**config.mk**
```make
export PLATFORM = sky130hd
export DESIGN_NAME = phy_pwr_seq
export DESIGN_NICKNAME = d
export VERILOG_FILES = /design/src/rtl/phy_pwr_seq.sv
export SDC_FILE = /design/constraint.sdc
export NUM_CORES = 1
export LEC_CHECK = 0
export BUFFER_PORTS_ARGS = -buffer_cell sky130_fd_sc_hd__buf_2
export CELL_PAD_IN_SITES_DETAIL_PLACEMENT = 2
export CELL_PAD_IN_SITES_GLOBAL_PLACEMENT = 2
export CORE_MARGIN = 2
export CORE_UTILIZATION = 34
export DETAILED_ROUTE_END_ITERATION = 10
export PLACE_DENSITY_LB_ADDON = 0.1
export REMOVE_ABC_BUFFERS = 1
export SLEW_MARGIN = 20
export SYNTH_ARGS = -nofsm -noshare
export SYNTH_HDL_FRONTEND = slang
export SYNTH_SLANG_ARGS = --single-unit
export TNS_END_PERCENT = 100
```
**constraint.sdc**
```tcl
create_clock -name clk -period 2.7 [get_ports clk]
set_input_delay 0.135 -clock clk [delete_from_list [all_inputs] [get_ports clk]]
set_output_delay 0.135 -clock clk [all_outputs]
set_load 0.1 [all_outputs]
```
**src/rtl/phy_pwr_seq.sv**
```systemverilog
module phy_pwr_seq #(
  parameter int unsigned SETTLE_CYC  = 300,
  parameter int unsigned CAL_TMO_CYC = 5000,
  parameter int unsigned DLL_TMO_CYC = 5000000
) (
  input  logic       clk,
  input  logic       rst_n,
  input  logic       req_valid,
  input  logic       req_on,
  input  logic [1:0] freq_class,
  input  logic [2:0] drv_code,
  input  logic       clk_present,
  input  logic       cal_done,
  input  logic       dll_ready,
  output logic       pwr_up,
  output logic       dll_en,
  output logic [1:0] freq_sel,
  output logic [2:0] drv_sel,
  output logic       tap_en,
  output logic [3:0] tap_val,
  output logic       busy,
  output logic       done,
  output logic [1:0] err
);
  localparam int unsigned MAX_A = (SETTLE_CYC > CAL_TMO_CYC) ? SETTLE_CYC : CAL_TMO_CYC;
  localparam int unsigned MAX_C = (MAX_A > DLL_TMO_CYC) ? MAX_A : DLL_TMO_CYC;
  localparam int CNT_W = $clog2(MAX_C + 1);
  localparam logic [CNT_W-1:0] SET_LAST = CNT_W'(SETTLE_CYC - 1);
  localparam logic [CNT_W-1:0] CAL_LAST = CNT_W'(CAL_TMO_CYC - 1);
  localparam logic [CNT_W-1:0] DLL_LAST = CNT_W'(DLL_TMO_CYC - 1);
  localparam logic [3:0] TAP_DEFAULT = 4'd4;

  typedef enum logic [2:0] {S_IDLE, S_SETTLE, S_CAL, S_DLL_ON, S_LOCK, S_FIN} st_t;

  st_t              st;
  logic [CNT_W-1:0] cnt;
  logic [1:0]       freq_q;
  logic             clk_q;

  assign busy = (st != S_IDLE);
  assign done = (st == S_FIN);

  always_ff @(posedge clk) begin
    if (!rst_n) begin
      st       <= S_IDLE;
      cnt      <= '0;
      freq_q   <= '0;
      clk_q    <= 1'b0;
      pwr_up   <= 1'b0;
      dll_en   <= 1'b0;
      freq_sel <= '0;
      drv_sel  <= '0;
      tap_en   <= 1'b0;
      tap_val  <= '0;
      err      <= '0;
    end else begin
      case (st)
        S_IDLE: if (req_valid) begin
          pwr_up <= 1'b0;
          dll_en <= 1'b0;
          err    <= 2'd0;
          cnt    <= '0;
          if (req_on) begin
            drv_sel <= drv_code;
            tap_en  <= 1'b1;
            tap_val <= TAP_DEFAULT;
            freq_q  <= freq_class;
            clk_q   <= clk_present;
            st      <= S_SETTLE;
          end else begin
            st <= S_FIN;
          end
        end
        S_SETTLE: if (cnt == SET_LAST) begin
          pwr_up <= 1'b1;
          cnt    <= '0;
          st     <= S_CAL;
        end else begin
          cnt <= cnt + 1'b1;
        end
        S_CAL: if (cal_done) begin
          freq_sel <= freq_q;
          st       <= S_DLL_ON;
        end else if (cnt == CAL_LAST) begin
          err <= 2'd1;
          st  <= S_FIN;
        end else begin
          cnt <= cnt + 1'b1;
        end
        S_DLL_ON: begin
          dll_en <= 1'b1;
          cnt    <= '0;
          st     <= clk_q ? S_LOCK : S_FIN;
        end
        S_LOCK: if (dll_ready) begin
          st <= S_FIN;
        end else if (cnt == DLL_LAST) begin
          err <= 2'd2;
          st  <= S_FIN;
        end else begin
          cnt <= cnt + 1'b1;
        end
        default: st <= S_IDLE;
      endcase
    end
  end
endmodule


```
==> run_results.csv <==
group,metric,value,unit
outcome,outcome,"complete, no violations",
cts,cts_buffers,5,
finish,final_core_util,0.396,
grt,overflow,0,
worst_setup_path,critical-path-max-stage-delay,600,ps
detailed_routing,wl_per_cell,17.8,um
pwr,ir_drop,0.000226,V
timing,finalHoldViolations,0,
cts,cts.sinks,39,
logic_synthesis,yosys.area.top_type,"dfxtp_1",
timing,rsz0062_at_grt,"no",
timing,fin_ws,153,ps
finish,final_area,2680,um2
floorplanning,initial_core_util,0.349,
timing,max-slew-margin-rel,0.672,
hold_path,hold_path_class,"in -> reg",
place,gp_congestion,0.846,
worst_setup_path,cp.required,2890,ps
logic_synthesis,synth_edf_count,0,
detailed_routing,drtIter0Drc,45,
cts,holdBufCountCts,0,
detailed_routing,first_pass_iters,4,
logic_synthesis,yosysSeqAreaShare,0.331,
pwr,pwr_density_cell,813,nW/um2
cts,cts_root_buf,"clkbuf_8",
place,portBuffers,24,
logic_synthesis,syn_inst,293,
worst_setup_path,worst_setup_path_start_kind,"flip-flop",
grt,antenna_found_initial,0,
cts,cts_setup_buffers,0,
cts,cts_tree,"done",
grt,grt_pass1_wl,11900,um
floorplanning,die_h,87.3,um
cts,cts.path.max_buffers,2,
logic_synthesis,yosysUniqueCellTypes,59,
detailed_routing,avgViaCountPerCell,5.70,
finish,layout-drive-gt1-share,0.228,
timing,drv_slew,0,
worst_setup_path,cp_data_arrival_time,2740,ps
worst_setup_path,path_cells,"or4_4 > nor4_4 > a21boi_2 > o31ai_1 > buf_4 > nor3_1 > a211o_1",
detailed_routing,vias,2301,
pwr,fin_total_pwr,2.18,mW
timing,post-route-period-util,0.943,
floorplanning,fp-row-count,30,
worst_setup_path,slowest_stage,"or4_4",
place,dp_hpwl,5460,um
place,dpl_cell_area,2570,um2
timing,setup_viol,0,
pwr,power.leakage,1.01,nW
logic_synthesis,ys_warn_count,0,
finish,fin_cells,404,
grt,grt_usage,0.202,
finish,nFillCells,799,
cts,clk_pin_slew,80,ps
floorplanning,coreArea,6760,um2
floorplanning,die_area,7620,um2
detailed_routing,ant_nets,0,
logic_synthesis,ys_top_cells_by_area,"dfxtp_1 (33%), nand2_1 (6.2%), a21oi_1 (4.5%)",
logic_synthesis,synth_commonest_cells,"dfxtp_1 (39), nand2_1 (39), a21oi_1 (21), nand3_1 (21), nor2_1 (16)",
worst_setup_path,path_max_fanout,10,
cts,ctsHtreeMaxLevel,2,
detailed_routing,drt_wl_total,7200,um
logic_synthesis,syn_area,2360,um2
floorplanning,dieWidth,87.3,um
grt,grt_max_degree,21,
grt,grt_pass1_vias,2375,
timing,fin_skew,4.25,ps
worst_setup_path,worstSetupPathType,"reg -> reg",
finish,final_nets,336,
logic_synthesis,synth_flop_cell,"dfxtp_1",
timing,fmax,0.393,GHz
finish,area_growth,13.5,%
logic_synthesis,synthArstFlopShare,0,
run,drv_cap,0,
detailed_routing,route.detailed.drc,0,
timing,fin_crit,2550,ps
floorplanning,io_pins,28,
worst_setup_path,endpoint_kind,"flip-flop",
place,dp_cells,396,
finish,antenna_cells,0,
logic_synthesis,avgSynthCellArea,8.05,um2
logic_synthesis,synth_top_area_share,0.331,
place,pre_cts_ws,135,ps
cts,clk_latency,300,ps
logic_synthesis,ys_seq_elements,39,
timing,worst_pin_slew,488,ps
-- stage by stage --
stage                     hold slack, ps  setup TNS [ps]
final                               71.1               0
after global routing                93.8               0
after CTS                           61.7               0
after detailed placement             382               0
after global placement               369               0
after floorplan                      263           -5430
-- routing by layer --
metal	part of all wire	wire (um)	global-route usage	vias up
met1	0.48	3440	0.258	1128
met3	0.026	187	0.0284	8
met2	0.48	3470	0.355	31
met5	0	0	0	-
met4	0.013	96	0.0545	0
li1	-	-	-	1134
-- final cells by class --
| cell class | instances | area [um2] | area share |
|---|---|---|---|
| repair buffers | 43 | 275 | 0.103 |
| clock inverters | 3 | 20.0 | 0.00748 |
| clock buffers | 5 | 68.8 | 0.0257 |
| multi-input cells | 228 | 1410 | 0.526 |
| well taps | 80 | 100 | 0.0374 |
| flip-flops and latches | 39 | 781 | 0.292 |
| inverters | 6 | 22.5 | 0.00842 |
-- where the power goes --
group / internal, mW / total [mW] / switching, mW
registers: 0.615 / 0.674 / 0.0583
clock network: 0.180 / 0.407 / 0.227
logic: 0.363 / 1.10 / 0.733
-- logic make-up after synthesis --
group | synth area share
compound gates | 0.175
fa+ha+maj | 0.00531
buf+inv | 0.0817
flops | 0.331
mux | 0.0340
other cells | 0.00159
simple gates | 0.372
-- critical path: cells and delay by family, from the launching register on --
family,cells,cell delay (ps)
AOI/OAI and AO/OA,3,760
and+or+nand+nor,3,1050
DFF,1,380
buffers and inverters,1,250
-- cells in the final DEF, fill, tap and decap left out, drive strengths merged, types with 4 or more instances in the layout --
cell type / Yosys / final
clkbuf: 11 / 5
mux2i: 8 / 8
nor3b: 6 / 6
nor2b: 9 / 9
nor4: 5 / 5
and3: 5 / 5
dfxtp: 39 / 39
a21oi: 22 / 22
inv: 6 / 6
o21ai: 12 / 12
nand3: 21 / 21
a211o: 4 / 4
nand3b: 4 / 4
or4b: 4 / 4
a21boi: 5 / 5
or3: 7 / 7
nor3: 9 / 9
buf: 10 / 43
nand4b: 4 / 4
nand4: 9 / 9
nand2: 39 / 39
nor2: 16 / 16
-- worst paths after layout --
check | start | end | slack (ps) | depth (start not counted)
worst max-delay path | cnt[7]$_SDFFE_PN0P_ | cnt[20]$_SDFFE_PN0P_ | 150 | 7
worst min-delay path | drv_code[0] | drv_sel[0]$_SDFFE_PN0P_ | 70 | 3
worst max register to register | cnt[7]$_SDFFE_PN0P_ | cnt[20]$_SDFFE_PN0P_ | 150 | 7
worst min register to register | freq_sel[0]$_SDFFE_PN0P_ | freq_sel[0]$_SDFFE_PN0P_ | 460 | 2
-- state kept, by name, indices dropped and copies added (netlist names) --
name	cells
drv_sel	3
cnt	23
tap_en	1
freq_q	2
freq_sel	2
dll_en	1
pwr_up	1
st	3
err	2
clk_q	1
-- timing repair --
item | CTS | global route
endpoints found under the hold margin | 0 | 0
setup endpoints to repair | 0 | 8
gates resized for setup | 0 | 2
Note: power is estimated with default switching activity, not from simulation.
